`config.mk`:
```
export PLATFORM = sky130hd
export DESIGN_NAME = bit_carry_unit
export DESIGN_NICKNAME = d
export VERILOG_FILES = /design/src/rtl/bitproc_pkg.sv /design/src/rtl/bp_decode.sv /design/src/rtl/bp_eval.sv /design/src/rtl/bit_carry_unit.sv
export SDC_FILE = /design/constraint.sdc
export NUM_CORES = 1
export LEC_CHECK = 0
export CAP_MARGIN = 30
export CORE_ASPECT_RATIO = 0.9
export CORE_MARGIN = 2
export CORE_UTILIZATION = 42
export CTS_CLUSTER_DIAMETER = 80
export CTS_CLUSTER_SIZE = 14
export DETAILED_ROUTE_END_ITERATION = 10
export GPL_ROUTABILITY_DRIVEN = 0
export GPL_TIMING_DRIVEN = 0
export PLACE_DENSITY_LB_ADDON = 0.25
export SLEW_MARGIN = 0
export SYNTH_ARGS = -nofsm -noshare
export SYNTH_HDL_FRONTEND = slang
export SYNTH_SLANG_ARGS = --single-unit
```
`constraint.sdc`:
```
create_clock -name clk -period 1.3 [get_ports clk]
set_input_delay 0.26 -clock clk [delete_from_list [all_inputs] [get_ports clk]]
set_output_delay 0.26 -clock clk [all_outputs]
set_load 0.05 [all_outputs]
```
`src/rtl/bitproc_pkg.sv`:
```
package bitproc_pkg;

    localparam int OPC_W = 8;

    localparam logic [OPC_W-1:0] OPC_CY_CLR  = 8'hC3;
    localparam logic [OPC_W-1:0] OPC_BT_CLR  = 8'hC2;
    localparam logic [OPC_W-1:0] OPC_CY_SET  = 8'hD3;
    localparam logic [OPC_W-1:0] OPC_BT_SET  = 8'hD2;
    localparam logic [OPC_W-1:0] OPC_CY_INV  = 8'hB3;
    localparam logic [OPC_W-1:0] OPC_BT_INV  = 8'hB2;
    localparam logic [OPC_W-1:0] OPC_AND     = 8'h82;
    localparam logic [OPC_W-1:0] OPC_AND_N   = 8'hB0;
    localparam logic [OPC_W-1:0] OPC_OR      = 8'h72;
    localparam logic [OPC_W-1:0] OPC_OR_N    = 8'hA0;
    localparam logic [OPC_W-1:0] OPC_LD_CY   = 8'hA2;
    localparam logic [OPC_W-1:0] OPC_ST_CY   = 8'h92;
    localparam logic [OPC_W-1:0] OPC_J_TCLR  = 8'h10;
    localparam logic [OPC_W-1:0] OPC_J_BSET  = 8'h20;
    localparam logic [OPC_W-1:0] OPC_J_BCLR  = 8'h30;
    localparam logic [OPC_W-1:0] OPC_J_CSET  = 8'h40;
    localparam logic [OPC_W-1:0] OPC_J_CCLR  = 8'h50;

    typedef enum logic [1:0] {
        ST_IDLE,
        ST_HOLD,
        ST_RESP
    } bp_state_t;

    typedef enum logic [4:0] {
        K_NOP,
        K_CY_CLR, K_CY_SET, K_CY_INV,
        K_BT_CLR, K_BT_SET, K_BT_INV,
        K_AND, K_AND_N, K_OR, K_OR_N,
        K_LD_CY, K_ST_CY,
        K_J_TCLR, K_J_BSET, K_J_BCLR, K_J_CSET, K_J_CCLR
    } bp_kind_t;

    typedef struct packed {
        bp_kind_t kind;
        logic     two_cyc;
    } bp_dec_t;

    typedef struct packed {
        logic carry;
        logic we;
        logic wval;
        logic take;
    } bp_res_t;

endpackage

```
`src/rtl/bp_decode.sv`:
```
module bp_decode
    import bitproc_pkg::*;
(
    input  logic [OPC_W-1:0] op_code,
    output bp_dec_t          dec
);
    always_comb begin
        dec.kind    = K_NOP;
        dec.two_cyc = 1'b0;
        case (op_code)
            OPC_CY_CLR: dec.kind = K_CY_CLR;
            OPC_CY_SET: dec.kind = K_CY_SET;
            OPC_CY_INV: dec.kind = K_CY_INV;
            OPC_BT_CLR: dec.kind = K_BT_CLR;
            OPC_BT_SET: dec.kind = K_BT_SET;
            OPC_BT_INV: dec.kind = K_BT_INV;
            OPC_LD_CY:  dec.kind = K_LD_CY;
            OPC_AND:    begin dec.kind = K_AND;    dec.two_cyc = 1'b1; end
            OPC_AND_N:  begin dec.kind = K_AND_N;  dec.two_cyc = 1'b1; end
            OPC_OR:     begin dec.kind = K_OR;     dec.two_cyc = 1'b1; end
            OPC_OR_N:   begin dec.kind = K_OR_N;   dec.two_cyc = 1'b1; end
            OPC_ST_CY:  begin dec.kind = K_ST_CY;  dec.two_cyc = 1'b1; end
            OPC_J_TCLR: begin dec.kind = K_J_TCLR; dec.two_cyc = 1'b1; end
            OPC_J_BSET: begin dec.kind = K_J_BSET; dec.two_cyc = 1'b1; end
            OPC_J_BCLR: begin dec.kind = K_J_BCLR; dec.two_cyc = 1'b1; end
            OPC_J_CSET: begin dec.kind = K_J_CSET; dec.two_cyc = 1'b1; end
            OPC_J_CCLR: begin dec.kind = K_J_CCLR; dec.two_cyc = 1'b1; end
            default:    begin dec.kind = K_NOP;    dec.two_cyc = 1'b0; end
        endcase
    end
endmodule

```
`src/rtl/bp_eval.sv`:
```
module bp_eval
    import bitproc_pkg::*;
#(
    parameter int              ADDR_W     = 8,
    parameter logic [ADDR_W-1:0] CARRY_ADDR = 8'hD7
) (
    input  bp_kind_t          kind,
    input  logic              bval,
    input  logic              cval,
    input  logic [ADDR_W-1:0] addr,
    output bp_res_t           res
);
    logic c_n, we_n, wv_n, tk_n;

    always_comb begin
        c_n  = cval;
        we_n = 1'b0;
        wv_n = 1'b0;
        tk_n = 1'b0;
        unique case (kind)
            K_CY_CLR: c_n = 1'b0;
            K_CY_SET: c_n = 1'b1;
            K_CY_INV: c_n = ~cval;
            K_BT_CLR: begin we_n = 1'b1; wv_n = 1'b0;  end
            K_BT_SET: begin we_n = 1'b1; wv_n = 1'b1;  end
            K_BT_INV: begin we_n = 1'b1; wv_n = ~bval; end
            K_AND:    c_n = cval & bval;
            K_AND_N:  c_n = cval & ~bval;
            K_OR:     c_n = cval | bval;
            K_OR_N:   c_n = cval | ~bval;
            K_LD_CY:  c_n = bval;
            K_ST_CY:  begin we_n = 1'b1; wv_n = cval;  end
            K_J_TCLR: begin tk_n = bval; we_n = bval; wv_n = 1'b0; end
            K_J_BSET: tk_n = bval;
            K_J_BCLR: tk_n = ~bval;
            K_J_CSET: tk_n = cval;
            K_J_CCLR: tk_n = ~cval;
            default:  c_n = cval;
        endcase
        // a write landing on the status-word carry position is the carry
        if (we_n && (addr == CARRY_ADDR))
            c_n = wv_n;
        res.carry = c_n;
        res.we    = we_n;
        res.wval  = wv_n;
        res.take  = tk_n;
    end

    // carry-only operations never request a bit write
    always_comb begin
        if (kind == K_CY_CLR || kind == K_CY_SET || kind == K_CY_INV)
            p_cy_ops_no_write_r3: assert (!we_n);
    end

    // inverted-source forms only read the bit
    always_comb begin
        if (kind == K_AND_N || kind == K_OR_N)
            p_inv_src_no_write_r5: assert (!we_n && !tk_n);
    end
endmodule

```
`src/rtl/bit_carry_unit.sv`:
```
module bit_carry_unit
    import bitproc_pkg::*;
#(
    parameter int                ADDR_W     = 8,
    parameter logic [ADDR_W-1:0] CARRY_ADDR = 8'hD7
) (
    input  logic              clk,
    input  logic              rst_n,
    input  logic              op_valid,
    input  logic [OPC_W-1:0]  op_code,
    input  logic [ADDR_W-1:0] op_bit_addr,
    input  logic              op_bit_val,
    input  logic              carry_in,
    output logic              op_ready,
    output logic              done,
    output logic              carry_out,
    output logic              bit_we,
    output logic              bit_wdata,
    output logic [ADDR_W-1:0] bit_waddr,
    output logic              branch_taken
);
    bp_state_t         state_q, state_d;
    bp_dec_t           dec;
    bp_res_t           res_now, res_q;
    bp_kind_t          kind_q;
    logic [ADDR_W-1:0] addr_q;
    logic              accept;

    bp_decode u_dec (
        .op_code (op_code),
        .dec     (dec)
    );

    bp_eval #(
        .ADDR_W     (ADDR_W),
        .CARRY_ADDR (CARRY_ADDR)
    ) u_eval (
        .kind (dec.kind),
        .bval (op_bit_val),
        .cval (carry_in),
        .addr (op_bit_addr),
        .res  (res_now)
    );

    assign accept = (state_q == ST_IDLE) && op_valid;

    always_comb begin
        state_d = state_q;
        unique case (state_q)
            ST_IDLE: if (op_valid) state_d = dec.two_cyc ? ST_HOLD : ST_RESP;
            ST_HOLD: state_d = ST_RESP;
            ST_RESP: state_d = ST_IDLE;
            default: state_d = ST_IDLE;
        endcase
    end

    always_ff @(posedge clk or negedge rst_n) begin
        if (!rst_n) begin
            state_q <= ST_IDLE;
            res_q   <= '0;
            addr_q  <= '0;
            kind_q  <= K_NOP;
        end else begin
            state_q <= state_d;
            if (accept) begin
                res_q  <= res_now;
                addr_q <= op_bit_addr;
                kind_q <= dec.kind;
            end
        end
    end

    always_comb begin
        op_ready     = (state_q == ST_IDLE);
        done         = (state_q == ST_RESP);
        carry_out    = done ? res_q.carry : carry_in;
        bit_we       = done & res_q.we;
        bit_wdata    = res_q.wval;
        bit_waddr    = addr_q;
        branch_taken = done & res_q.take;
    end

    p_single_resp_r2: assert property (@(posedge clk) disable iff (!rst_n)
        done |=> op_ready);
    p_hold_then_resp_r2: assert property (@(posedge clk) disable iff (!rst_n)
        (state_q == ST_HOLD) |=> done);
    p_fast_latency_r2: assert property (@(posedge clk) disable iff (!rst_n)
        (op_ready && op_valid && !dec.two_cyc) |=> done);
    p_tclr_taken_r8: assert property (@(posedge clk) disable iff (!rst_n)
        (done && kind_q == K_J_TCLR && branch_taken) |-> (bit_we && !bit_wdata));
    p_tclr_not_taken_r8: assert property (@(posedge clk) disable iff (!rst_n)
        (done && kind_q == K_J_TCLR && !branch_taken) |-> !bit_we);
    p_carry_alias_r9: assert property (@(posedge clk) disable iff (!rst_n)
        (done && bit_we && bit_waddr == CARRY_ADDR) |-> (carry_out == bit_wdata));
endmodule

```
Yosys cells after proc, flatten, opt, wreduce, memory -nomap -nowiden --
Cells that the tools add are included.
Word-level totals: output and inout port bits 14, bits of input ports 21, register bits 14, logic and storage cells 69
Operators by class: bitwise logic cells 8, mux-type cells 11, equal/unequal tests 38, reductions and logical operators 6
Operator list (count):
- 8-bit == test, second input constant | 12
- 5-bit case mux with 17 select lines | 1
- 5-bit by 4-bit == test with 1-bit output, second input constant | 8
- 8-bit by 7-bit == test with 1-bit output, second input constant | 3
- 5-bit by 3-bit == test with 1-bit output, second input constant | 4
- 8-bit by 6-bit == test with 1-bit output, second input constant | 2
- 5-bit by 2-bit == test with 1-bit output, second input constant | 2
- 5-bit == test, second input constant | 2
- 10-bit OR reduction | 1
- 8-bit by 5-bit == test with 1-bit output, second input constant | 1
- 1-bit case mux with 8 select lines | 1
- 5-bit by 1-bit == test with 1-bit output, second input constant | 1
- 1-bit bitwise AND | 4
- 2-bit 2-to-1 mux | 2
- 1-bit case mux with 4 select lines | 1
- 2-bit case mux with 2 select lines | 1
- 4-bit OR reduction | 1
- 1-bit 2-to-1 mux | 3
- 1-bit case mux with 3 select lines | 1
- 2-bit by 1-bit == test with 1-bit output, second input constant | 1
- 2-bit == test, second input constant | 1
- 1-bit logical AND | 2
- 2-bit zero test | 1
- 2-bit inequality test, second input constant | 1
- 4 further kinds | 6

Depth between registers and ports, before layout --
Gate-level depths: netlist of run 1.
word-level depth 7, mapped depth 9, gate-level depth less buffers 7

Hierarchy --
A second synthesis of run 1 with hierarchy kept.
Second synthesis, totals: cells, all modules 131, area, all modules 1211.2 um2
Modules (own cells, without submodules):
- bit_carry_unit | area an instance 574.3 um2, cells each 37, times used 1, sequential area each 350.3 um2
- bp_decode | area an instance 334.1 um2, cells each 53, times used 1, sequential area each 0.0 um2
- bp_eval | area an instance 302.8 um2, cells each 41, times used 1, sequential area each 0.0 um2

Worst setup path before layout of run 1 --
Ideal clock, no wire load.
path type register -> output, from reg state_q[0], to out carry_out, path slack -0.899 ns, path buffers 0, required time 1.040 ns, stages on the path, launching flop included 3, arrival time 1.939 ns, cell sequence dfrtp_1 -> nor2b_1 -> o21ai_0
Between the ends: cells in the longest elaborated chain, start to end 2
RTL lines:
- start, declared | RTL line bit_carry_unit.sv:22 | bp_state_t state_q, state_d;
- start signal, assigned | RTL line bit_carry_unit.sv:64 | state_q <= state_d;
- 2-bit == test | RTL line bit_carry_unit.sv:75 | done = (state_q == ST_RESP);
- named net done | RTL line bit_carry_unit.sv:15 | output logic done,
- 1-bit 2-to-1 mux | RTL line bit_carry_unit.sv:76 | carry_out = done ? res_q.carry : carry_in;
- end, declared | RTL line bit_carry_unit.sv:16 | output logic carry_out,
The timed path passes the listed nets, and every way through them passes these cells.

Worst setup path after layout of run 1 --
from in op_code[1], to reg res_q[3] (netlist bit)
Between the ends: cells in the longest elaborated chain, start to end 7, elaborated cells between the ends (all ways) 37, those cells by class eq/ne: 30; mux: 5; reduce/logical: 2
RTL lines:
- start, declared | RTL line bit_carry_unit.sv:10 | input logic [OPC_W-1:0] op_code,
- 8-bit by 7-bit == test with 1-bit output, or another cell as far along | RTL line bp_decode.sv:10 | case (op_code)
- 5-bit case mux with 17 select lines (*) | RTL line bp_decode.sv:10
- 5-bit by 3-bit == test with 1-bit output / 5-bit by 4-bit == test with 1-bit output (equally long branches) | RTL line bp_eval.sv:20 | unique case (kind)
- 4-bit OR reduction (no source line)
- 1-bit case mux with 2 select lines | RTL line bp_eval.sv:20
- 1-bit logical AND | RTL line bp_eval.sv:41 | if (we_n && (addr == CARRY_ADDR))
- 1-bit 2-to-1 mux (*) | RTL line bp_eval.sv:41
- end signal, assigned | RTL line bit_carry_unit.sv:66 | res_q <= res_now;
- end, declared | RTL line bit_carry_unit.sv:24 | bp_res_t res_now, res_q;
Every way passes the cells marked *; elsewhere a longest branch is shown, timed or not. A chain may end at the register's enable or synchronous reset.

==> results of run 1 <==
## where the power goes
part | internal, W | leakage [nW] | switching (W) | total [W]
logic | 0.000271 | 0.693 | 0.000428 | 0.000699
registers | 0.000483 | 0.178 | 0.0000309 | 0.000514
clock network | 0.000171 | 0.0210 | 0.000143 | 0.000314
total | 0.000925 | 0.892 | 0.000602 | 0.00153
## state kept, by name, indices dropped and copies added, names as in the netlist
name,cells
bit_wdata,1
res_q,3
state_q,2
bit_waddr,8
## path summary, 6_finish.rpt
path | start | cells past startpoint | slack [ps] | end
worst max-delay path | op_code[1] | 12 | -780 | res_q[3]
worst min-delay path | rst_n | 1 | 360 | state_q[1]
worst max register to register | state_q[0] | 7 | -210 | res_q[3]
worst min register to register | bit_waddr[6] | 2 | 480 | bit_waddr[6]
max in group asynchronous | rst_n | 1 | 540 | bit_waddr[1]
min in group clk | bit_waddr[6] | 2 | 480 | bit_waddr[6]
## layout make-up
cell class                      count  area share, %
Buffer                              9           4.27
Clock buffer                        4           1.79
Inverter                            3          0.557
Multi-Input combinational cell    123           46.5
Sequential cell                    14           17.3
Tap cell                           30           1.86
Timing Repair Buffer               63           27.7
## cells in the mapped netlist, types with 2 or more instances
cell and count:
sky130_fd_sc_hd__nand2_1 38, sky130_fd_sc_hd__inv_1 3, sky130_fd_sc_hd__a21oi_1 6, sky130_fd_sc_hd__nor3_1 3
sky130_fd_sc_hd__or3_1 2, sky130_fd_sc_hd__buf_2 3, sky130_fd_sc_hd__o21ai_1 2, sky130_fd_sc_hd__a31oi_1 3
sky130_fd_sc_hd__dfrtp_1 14, sky130_fd_sc_hd__a211oi_2 3, sky130_fd_sc_hd__nor2b_1 3, sky130_fd_sc_hd__clkbuf_1 2
sky130_fd_sc_hd__o21ai_0 10, sky130_fd_sc_hd__o211ai_1 2, sky130_fd_sc_hd__a211oi_1 3, sky130_fd_sc_hd__buf_6 3
sky130_fd_sc_hd__nand3_1 2, sky130_fd_sc_hd__nor2_1 9, sky130_fd_sc_hd__nand4b_1 3, sky130_fd_sc_hd__nand2b_1 2
sky130_fd_sc_hd__and2_1 3
## per-stage QoR
stage / setup TNS (ps) / cell area (um2) / power [W] / setup WS (ps)
floorplan: -2360 / 1230 / 0.000894 / -676
global placement: -9470 / 1600 / 0.00111 / -1330
detailed placement: -9870 / 1600 / 0.00112 / -1380
CTS: -2860 / 1860 / 0.00148 / -661
global route: -3700 / 2020 / 0.00161 / -841
finish: -3150 / 2020 / 0.00153 / -781
## worst max-delay path: stages
cell and delay (ps):
sky130_fd_sc_hd__buf_8 100, sky130_fd_sc_hd__buf_8 130, sky130_fd_sc_hd__buf_6 130, sky130_fd_sc_hd__nand2_4 70
sky130_fd_sc_hd__o2bb2ai_2 80, sky130_fd_sc_hd__a211oi_2 370, sky130_fd_sc_hd__buf_4 210, sky130_fd_sc_hd__buf_12 110
sky130_fd_sc_hd__o22ai_2 50, sky130_fd_sc_hd__a2111o_1 440, sky130_fd_sc_hd__a211oi_2 220, sky130_fd_sc_hd__a311oi_1 70
## what timing repair did
item,in CTS,in global routing
setup buffers,14,14
resized for setup,120,41
cloned,2,0
setup endpoints to repair,20,19
pin swaps,20,20
## logic make-up after synthesis
logic type | after synthesis | share of synthesized area (%)
and+or+nand+nor | 78 | 35.7
muxes | 1 | 0.849
xor gates and xnor gates | 1 | 0.743
DFF | 14 | 29.7
AOI/OAI and AO/OA | 43 | 26.6
buffers and inverters | 12 | 6.37
## per-layer routing
metal | wire length [um] | track usage, % | part of all wire [%]
met1 | 1740 | 30.5 | 42
met2 | 2080 | 40.9 | 50
met3 | 271 | 4.26 | 6.5
met4 | 55 | 4.44 | 1.3
met5 | 0 | 0 | 0
==> results by stage, run 1 <==
Outcome:
- The flow ran to the end, but the final reports show violations.
- The final reports fail on setup timing.

Drt:
- The first TritonRoute pass finished after 4 iterations.
- After the first detailed-routing iteration, the DRC count stood at 81.
- The detailed-route wire length is 4150 um.
- After detailed routing, the number of vias per cell comes to 6.03.
- The final route contains 1,484 vias.
- After detailed routing, the number of remaining DRC violations is 0.
- Dividing the detail-routed wire length by the instance count gives 16.9 um.
- In this run the remaining antenna-violating nets after routing total 0.

Synth:
- The number of register bits inferred by synthesis is 14.
- The mean area per synthesized cell is 7.91 um2.
- The async set-reset flop share out of synthesis is 100%.
- The cell count after synthesis came out at 149.
- Summing every instance area after synthesis gives between 1000 and 1500 um2.
- sky130_fd_sc_hd__dfrtp_1 takes more of the synthesized area than any other cell.
- The net count of the mapped netlist is 170.
- By area the synthesized netlist is led by sky130_fd_sc_hd__dfrtp_1 30%, sky130_fd_sc_hd__nand2_1 12%, sky130_fd_sc_hd__o21ai_0 4.2%.
- The sequential area share after synthesis is 29.7%.
- The distinct cell type count after synthesis is 51.
- In the synthesized netlist the dominant register cell turns out to be sky130_fd_sc_hd__dfrtp_1.
- The area share of the largest cell type after synthesis is 29.7%.
- For this run, the number of Yosys warnings is 0.
- Yosys mapped a number of flops with a built-in enable equal to 0.

Timing:
- Based on the critical path, the design can be clocked at up to 481 MHz.
- After layout, the minimum clock period comes to 2080 ps.
- Setup repair after global routing could not meet its margin everywhere.
- The clock skew is 2.07 ps.
- The final clock period utilization by the worst path is 160%.
- The normalized max-slew margin is 58.1%.
- The slew at the pin with the worst max-slew slack is approximately 630 ps.
- The total count of hold-check failures in the final report is 0.
- After layout, the worst setup slack is -781 ps.
- The tightest hold path in the finished design has a slack of 360 ps.
- The final number of max-transition violations is 0.
- The final number of setup-violating endpoints is 10.

Floorplan:
- The die covers 3250 um2.
- The total I/O pin count is 35.
- In this run the vertical extent of the chip is 54.3 um.
- The die is 59.8 um wide.
- The initial utilization of the core area, before any placement, comes to 43.6%.
- The standard cell core area is 2700 um2.
- Row generation in the floorplan step produced 18 rows.

Layout:
- Fill cells in the final layout number 186.
- Relative to the synthesized area, the layout overhead comes to 71.6%.
- The finished layout holds 246 standard cells, fillers aside.
- The library cells used most frequently in the layout, excluding fill and tap cells, are 34 x sky130_fd_sc_hd__nand2_1, 18 x sky130_fd_sc_hd__buf_4, 17 x sky130_fd_sc_hd__buf_6.
- The leading cell type in the layout, fill and taps excluded is sky130_fd_sc_hd__nand2_1.
- The number of antenna diodes in the final layout is 0.
- In the final design database the tool counted 238 nets.
- Of the cells placed in the final design, the portion with a size suffix greater than 1 is 48.1%.
- Summing all multi-input logic gate instances after layout gives 941 um2.
- At the end of the flow the core is filled with cells to 74.8%.
- In the final layout, flip-flops and latches occupy 350 um2.

Global routing:
- The via count of the first global-routing pass is about 1,300.
- The global routing usage summed across all routing layers is a little under a quarter.
- The first global-routing pass estimated 5750 um of wire.
- Entering global routing, the biggest net connects 15 pins.
- The residual overflow from global routing is 0.
- The initial antenna violation count is 0.

Worst setup path:
- The category of the worst setup path capture point is a flip-flop.
- For the worst setup path, the data required time is 1450 ps.
- The maximum fanout encountered on the critical timing path is 5.
- The critical path is of the input port to flip-flop type.
- For the worst setup path, the data arrival time is 2230 ps.
- The worst setup path is launched from an input port.

CTS:
- The number of clock buffers added by TritonCTS is 3.
- The number of H-tree branching levels is 1.
- TritonCTS built the clock tree.
- After clock tree synthesis, the clock-pin slew on the worst setup and hold paths is 80 ps.
- The number of buffers on the longest clock path is 2.
- The clock net sink count is 14.
- The clock reaches the later pin of the worst-skew pair after 280 ps.
- The root buffer cell chosen for the clock tree is sky130_fd_sc_hd__clkbuf_4.
- The number of buffers inserted by hold repair at cts is 0.

Place:
- Once placement completed, the tool counted placed cells totaling 212.
- The detailed placer's ending HPWL is 2310 um.
- The count of buffers from port buffering is 33.

Flow run:
- Max-cap violations in this run came to 0.

Power and ir drop:
- The analysis attributes to cell leakage a power of 0.892 nW.
- The maximum resistive drop on vdd is 0.671 mV.
- The total power divided by cell area is ~760 nW/um2.

Hold path:
- In this run the worst hold path is classified as input port to async pin.
Power figures use the tool's default switching activity.
==> inputs of run 2 (changes only) <==
CORE_ASPECT_RATIO = 1.1   (was 0.9)
SLEW_MARGIN = 10   (was 0)
==> run 2 against run 1 <==
Global-route usage rose by 3.1 points. Flip-flop and latch count is the same. The flow still finishes with violations (setup timing). Clock power grew 6%. Critical endpoint unchanged. Hold slack worse by 10 ps. Sequential power about the same. Total power increased by 0.81%. Critical path type unchanged. Highest routed layer unchanged. Cell count is 0.41% higher. Via count down 3.6%. Count of clock-buffer cells in the layout unchanged.
==> results by stage, run 2 (synthesis gave the netlist of run 1 again) <==
Floorplan:
- The total I/O pin count came to 35 (unchanged).
- The area of the die is 3250 um2 (unchanged).
- The starting utilization of the core area is 43.2% (was 43.6%).
- The number of placement rows came to 20 (was 18).
- The vertical die dimension is 59.6 um (was 54.3 um).
- The horizontal die dimension came to 54.5 um (was 59.8 um).
- The standard cell core area came to 2730 um2 (was 2700 um2).

Layout:
- The share of post-route cells with drive strength above 1 is 49.5% (was 48.1%).
- The antenna diode count is 0 (unchanged).
- The number of nets in the layout is 236 (was 238).
- The final cell utilization of the core is 75.6% (was 74.8%).
- The number of flip-flops under the largest register name is 8 (unchanged).
- The area growth from synthesis to final layout is 74.8% (was 71.6%).
- Most frequent cells in the layout: 34 x sky130_fd_sc_hd__nand2_1, 20 x sky130_fd_sc_hd__buf_6, 19 x sky130_fd_sc_hd__buf_4 (was 34 x sky130_fd_sc_hd__nand2_1, 18 x sky130_fd_sc_hd__buf_4, 17 x sky130_fd_sc_hd__buf_6).
- The leading cell type in the layout, fill and taps excluded is sky130_fd_sc_hd__nand2_1 (unchanged).

Power and ir drop:
- The leakage dissipation is 0.879 nW (was 0.892 nW).
- The total power of the final layout is 0.00154 W (was 0.00153 W).
- The maximum resistive drop on vdd was 0.800 mV (was 0.671 mV).
- The total power divided by cell area came to 747 nW/um2 (was 755 nW/um2).

Drt:
- The count of nets left with antenna violations after detail routing was 0 (unchanged).
- The detailed-route wire length came to 4390 um (was 4150 um).
- The initial detailed-routing violation count is 45 (was 81).
- The average vias per placed instance is 5.79 (was 6.03).
- The overall via count from detail_route came to 1,430 (was 1,484).
- The DRC violation count after routing is 0 (unchanged).
- The number of iterations in the first detailed-routing pass is 4 (unchanged).
- The detailed-route wire length per cell is 17.8 um (was 16.9 um).

Global routing:
- The residual overflow from global routing came to 0 (unchanged).
- The via count of the first global-routing pass came to 1,403 (was 1,272).
- The global routing usage summed across all routing layers is 26.5% (was 23.4%).
- The maximum number of pins on one net before global-route repair is 15 (unchanged).
- The first-pass GRT wire length was 6260 um (was 5750 um).
- The initial antenna violation count came to 0 (unchanged).

CTS:
- The number of buffers inserted by hold repair at cts is 0 (unchanged).
- The clock transition at the register clock pins on the worst setup and hold paths after CTS was 100 ps (was 80 ps).
- The library cell used as clock root buffer is sky130_fd_sc_hd__clkbuf_4 (unchanged).
- The TritonCTS clock tree is yes (unchanged).
- The number of H-tree branching levels is 1 (unchanged).
- The clock net sink count is 14 (unchanged).
- The clock buffer count from CTS was 3 (unchanged).
- The number of buffers on the longest clock path is 2 (unchanged).
- The clock latency of the later-clocked register in the worst-skew pair is 290 ps (was 280 ps).

Worst setup path:
- The maximum fanout encountered on the critical timing path is 5 (unchanged).
- The cell with the most instances on the worst path is sky130_fd_sc_hd__buf_6.
- The critical path class is input port to flip-flop (unchanged).
- The combined buffer and inverter count along the critical path came to 4 (was 5).
- The category of the worst setup path capture point is a flip-flop (unchanged).
- The cell family contributing the most delay on the critical path is compound AO/OA/AOI/OAI gates (unchanged).
- The endpoint required time on the critical path is 1460 ps (was 1450 ps).
- The origin of the critical flop-to-flop path is state_q[0] (unchanged).
- The endpoint arrival time on the critical path was 2200 ps (was 2230 ps).
- The critical path launch point type is an input port (unchanged).
- The delay contributed by the slowest stage of the critical path is 460 ps (was 440 ps).
- Critical path, cell by cell: buf_8 -> buf_6 -> and3b_4 -> o211a_4 -> buf_6 -> o31ai_4 -> o21ai_2 -> a2111oi_4 -> buf_4 -> a311oi_2 (was buf_8 -> buf_8 -> buf_6 -> nand2_4 -> o2bb2ai_2 -> a211oi_2 -> buf_4 -> buf_12 -> o22ai_2 -> a2111o_1 -> a211oi_2 -> a311oi_1).
- The worst reg2reg path depth was 7 (unchanged).
- The destination of the worst register-to-register timing path is res_q[3] (unchanged).
- The internal reg-to-reg setup slack is -230 ps (was -210 ps).
- The slowest cell on the critical path was sky130_fd_sc_hd__a2111oi_4 (was sky130_fd_sc_hd__a2111o_1).

Timing:
- The minimum clock period after layout is 2040 ps (was 2080 ps).
- The slew at the pin with the worst max-slew slack is 657 ps (was 627 ps).
- The final clock period utilization by the worst path was 157% (was 160%).
- The final number of setup-violating endpoints is 9 (was 10).
- The final number of max-transition violations was 0 (unchanged).
- The total count of hold-check failures in the final report is 0 (unchanged).
- The upper clock frequency limit was 490 MHz (was 481 MHz).
- The normalized max-slew margin is 56.1% (was 58.1%).
- Setup repair after global routing missed its margin: yes (unchanged).
- The clock skew came to 6.23 ps (was 2.07 ps).
- The worst setup margin was -739 ps (was -781 ps).

Place:
- The count of buffers from port buffering is 33 (unchanged).
- The detailed placer's ending HPWL came to 2450 um (was 2310 um).

Hold path:
- The worst hold path stage count is 4.
- The startpoint of the lowest-slack hold path is op_code[2].
- The worst hold path terminates at state_q[0].
- The path type of the worst min-delay path is input port to flip-flop (was input port to async pin).

Outcome:
- Outcome: complete, but fails checks (unchanged).
- Violated checks: setup timing (unchanged).

Flow run:
- The count of maximum capacitance violations is 0 (unchanged).
-- run 2: layout make-up --
type | count | area, um2
fill | 185 | 667
clock buffer | 4 | 36.3
multi-input combinational | 123 | 970
timing repair buffer | 61 | 567
tap | 33 | 41.3
inverter | 3 | 11.3
sequential | 14 | 350
buffer | 9 | 85.1
-- run 2: layer usage --
layer  part of all wire (%)  up-vias  global-route usage, %
li1                       -      676                      -
met2                     53       63                   48.2
met3                    4.7       18                   3.54
met5                      0        -                      0
met1                     38      673                   29.2
met4                    4.7        0                   12.9
-- run 2: what timing repair did --
action | CTS | global route
pin swaps | 20 | 12
resized for setup | 133 | 46
setup buffers | 21 | 8
setup endpoints to repair | 20 | 19
-- run 2: worst min-delay path: stages --
cell and delay (ps):
sky130_fd_sc_hd__buf_8 80, sky130_fd_sc_hd__nor3_1 90, sky130_fd_sc_hd__o211ai_1 130, sky130_fd_sc_hd__nor2_1 50
-- run 2: worst max path at each step --
stage,depth (start not counted),end,slack [ps],from
2_1_floorplan,8,res_q[3],-680,op_code[1]
3_5_place_dp,9,res_q[3],-1480,op_code[7]
5_1_grt,9,res_q[3],-790,op_code[7]
3_3_place_gp,9,res_q[3],-1390,op_code[1]
6_report,10,res_q[3],-740,op_code[7]
4_1_cts,9,res_q[3],-680,op_code[7]
-- run 2: power by group --
part	internal, W	switching (W)	leakage (nW)	total, W
clock	0.000171	0.000163	0.0210	0.000333
sequential	0.000483	0.0000282	0.178	0.000511
combinational	0.000266	0.000428	0.681	0.000694
-- run 2: stage by stage --
step                setup WS (ps)  cells  instance area (um2)  hold WS (ps)  TNS, ps
floorplan                    -676    149                 1230         -35.6    -2360
finish                       -739    247                 2060           350    -3250
global placement            -1390    215                 1600           459    -9500
detailed placement          -1480    215                 1600           466   -10060
global route                 -793    247                 2060           399    -3730
CTS                          -680    240                 1930           349    -2970
==> inputs of run 3 (changes only) <==
CELL_PAD_IN_SITES_DETAIL_PLACEMENT = 1   (was unset)
CELL_PAD_IN_SITES_GLOBAL_PLACEMENT = 1   (was unset)
CORE_UTILIZATION = 30   (was 42)
==> run 3 against run 2 <==
Register-to-register slack lost 110 ps. Clock power increased by 4%. Via count is 2.0% lower. Combinational power rose by 3%. Sequential share of layout area about the same. Global-route usage is 5.7 points lower. Count of clock-buffer cells in the layout shrank 1. Hold slack better by 67 ps. The flow still finishes with violations (setup timing).
==> results by stage, run 3 (synthesis gave the netlist of run 1 again) <==
Worst setup path:
- The category of the worst setup path capture point is a flip-flop (unchanged).
- The critical path class was input port to flip-flop (unchanged).
- The maximum fanout encountered on the critical timing path is 6 (was 5).
- The endpoint arrival time on the critical path is 2100 ps (was 2200 ps).
- The critical path launch point type is an input port (unchanged).
- The endpoint required time on the critical path is 1400 ps (was 1460 ps).

Global routing:
- The first-pass GRT wire length is 7480 um (was 6260 um).
- The initial antenna violation count is 0 (unchanged).
- The via count of the first global-routing pass is 1,544 (was 1,403).
- The global routing usage summed across all routing layers was 20.8% (was 26.5%).
- The maximum number of pins on one net before global-route repair was 15 (unchanged).
- The residual overflow from global routing is 0 (unchanged).

Drt:
- The average vias per placed instance came to 5.52 (was 5.79).
- The initial detailed-routing violation count is 39 (was 45).
- The number of iterations in the first detailed-routing pass is 4 (unchanged).
- The met2 wire length is 2620 um (was 2310 um).
- The count of nets left with antenna violations after detail routing is 0 (unchanged).
- The routed wire length on met3 came to 184 um (was 208 um).
- The uppermost layer routed is met4 (unchanged).
- The length of routed wiring on met1 came to 1840 um (was 1660 um).
- The DRC violation count after routing is 0 (unchanged).
- The detailed-route wire length per cell is 18.6 um (was 17.8 um).
- The detailed-route wire length is 4710 um (was 4390 um).
- The overall via count from detail_route was 1,401 (was 1,430).

Layout:
- The share of post-route cells with drive strength above 1 came to 46.1% (was 49.5%).
- The antenna diode count is 0 (unchanged).
- The number of nets in the layout was 227 (was 236).
- The post-layout instance area is 2060 um2 (about the same).
- Most frequent cells in the layout: 36 x sky130_fd_sc_hd__nand2_1, 17 x sky130_fd_sc_hd__buf_4, 14 x sky130_fd_sc_hd__dfrtp_1 (was 34 x sky130_fd_sc_hd__nand2_1, 20 x sky130_fd_sc_hd__buf_6, 19 x sky130_fd_sc_hd__buf_4).
- The number of flip-flops under the largest register name came to 8 (unchanged).
- The area growth from synthesis to final layout is 74.9% (was 74.8%).
- The leading cell type in the layout, fill and taps excluded is sky130_fd_sc_hd__nand2_1 (unchanged).

CTS:
- The clock latency of the later-clocked register in the worst-skew pair is 240 ps (was 290 ps).
- The number of buffers on the longest clock path is 2 (unchanged).
- The TritonCTS clock tree is yes (unchanged).
- The clock buffer count from CTS was 3 (unchanged).
- The clock net sink count is 14 (unchanged).
- The number of H-tree branching levels is 1 (unchanged).
- The library cell used as clock root buffer is sky130_fd_sc_hd__clkbuf_8 (was sky130_fd_sc_hd__clkbuf_4).
- The clock transition at the register clock pins on the worst setup and hold paths after CTS is 60 ps (was 100 ps).

Floorplan:
- The vertical die dimension is 69.7 um (was 59.6 um).
- The total I/O pin count is 35 (unchanged).
- The standard cell core area is 3710 um2 (was 2730 um2).
- The area of the die is 4450 um2 (was 3250 um2).
- The horizontal die dimension is 63.8 um (was 54.5 um).
- The number of placement rows is 23 (was 20).
- The starting utilization of the core area is 31.7% (was 43.2%).

Timing:
- The worst setup margin is -694 ps (was -739 ps).
- The minimum clock period after layout is 1990 ps (was 2040 ps).
- The clock skew is 4.70 ps (was 6.23 ps).
- The normalized max-slew margin is 57.0% (was 56.1%).
- Setup repair after global routing missed its margin: yes (unchanged).
- The final number of setup-violating endpoints is 8 (was 9).
- The final clock period utilization by the worst path is 153% (was 157%).
- The upper clock frequency limit was 502 MHz (was 490 MHz).
- The final number of max-transition violations is 0 (unchanged).
- The slew at the pin with the worst max-slew slack is 643 ps (was 657 ps).
- The total count of hold-check failures in the final report is 0 (unchanged).

Flow run:
- The count of maximum capacitance violations is 0 (unchanged).

Place:
- The cell area after placement is 1620 um2 (was 1600 um2).
- The detailed placer's ending HPWL is 3060 um (was 2450 um).
- The count of buffers from port buffering is 33 (unchanged).

Outcome:
- Violated checks: setup timing (unchanged).
- Outcome: complete, but fails checks (unchanged).

Hold path:
- The path type of the worst min-delay path is input port to async pin (was input port to flip-flop).

Power and ir drop:
- The leakage dissipation was 0.849 nW (was 0.879 nW).
- The total power of the final layout is 0.00157 W (was 0.00154 W).
- The total power divided by cell area is 763 nW/um2 (was 747 nW/um2).
- The maximum resistive drop on vdd is 0.546 mV (was 0.800 mV).
[run 3: path summary, 6_finish.rpt]
check / cells after the start / start / slack [ps] / to
max in group asynchronous: 1 / rst_n / 470 / state_q[0]
worst max register to register: 7 / state_q[0] / -340 / res_q[3]
worst min-delay path: 1 / rst_n / 420 / bit_waddr[1]
min in group clk: 4 / op_code[2] / 440 / state_q[0]
worst min register to register: 2 / bit_waddr[7] / 480 / bit_waddr[7]
worst max-delay path: 10 / op_code[7] / -690 / res_q[3]
[run 3: report_power, final]
group | internal [W] | switching [W] | total [W]
registers | 0.000485 | 0.0000296 | 0.000514
logic | 0.000276 | 0.000437 | 0.000713
clock network | 0.000204 | 0.000142 | 0.000346
[run 3: per-stage QoR]
stage	setup slack [ps]	std cells	hold WS (ps)	util (%)	setup TNS, ps
after global routing	-754	254	457	55.5	-3660
after global placement	-1390	232	459	43.7	-10090
final	-694	254	416	55.5	-3080
after floorplan	-676	149	-35.6	-	-2360
after detailed placement	-1490	232	470	43.7	-11140
after CTS	-653	249	413	50.8	-2990
[run 3: cell type report]
class	instances	area [um2]
well taps	50	62.6
repair buffers	52	512
multi-input cells	123	988
flip-flops and latches	14	350
fillers	428	1650
inverters	3	11.3
clock buffers	3	41.3
plain buffers	9	96.3
[run 3: layer usage]
| metal | up-vias | track usage, % |
|---|---|---|
| met5 | - | 0 |
| met4 | 0 | 3.38 |
| met3 | 8 | 4.22 |
| met2 | 38 | 40.4 |
| met1 | 701 | 23.2 |
| li1 | 654 | - |
[run 3: worst max-delay path: stages]
cell                        delay [ps]
sky130_fd_sc_hd__buf_8             100
sky130_fd_sc_hd__buf_8             130
sky130_fd_sc_hd__xnor2_2           140
sky130_fd_sc_hd__o2bb2ai_1         170
sky130_fd_sc_hd__a211oi_4          350
sky130_fd_sc_hd__buf_6             180
sky130_fd_sc_hd__o22ai_2            60
sky130_fd_sc_hd__a2111o_1          430
sky130_fd_sc_hd__a211oi_2          190
sky130_fd_sc_hd__a311oi_1           70
[run 3: what timing repair did]
item | 4_1_cts | 5_1_grt
resized for setup | 121 | 30
hold buffers | 0 | 0
setup endpoints to repair | 20 | 13
pin swaps | 18 | 7
buffers inserted | 13 | 5
cloned | 2 | 0
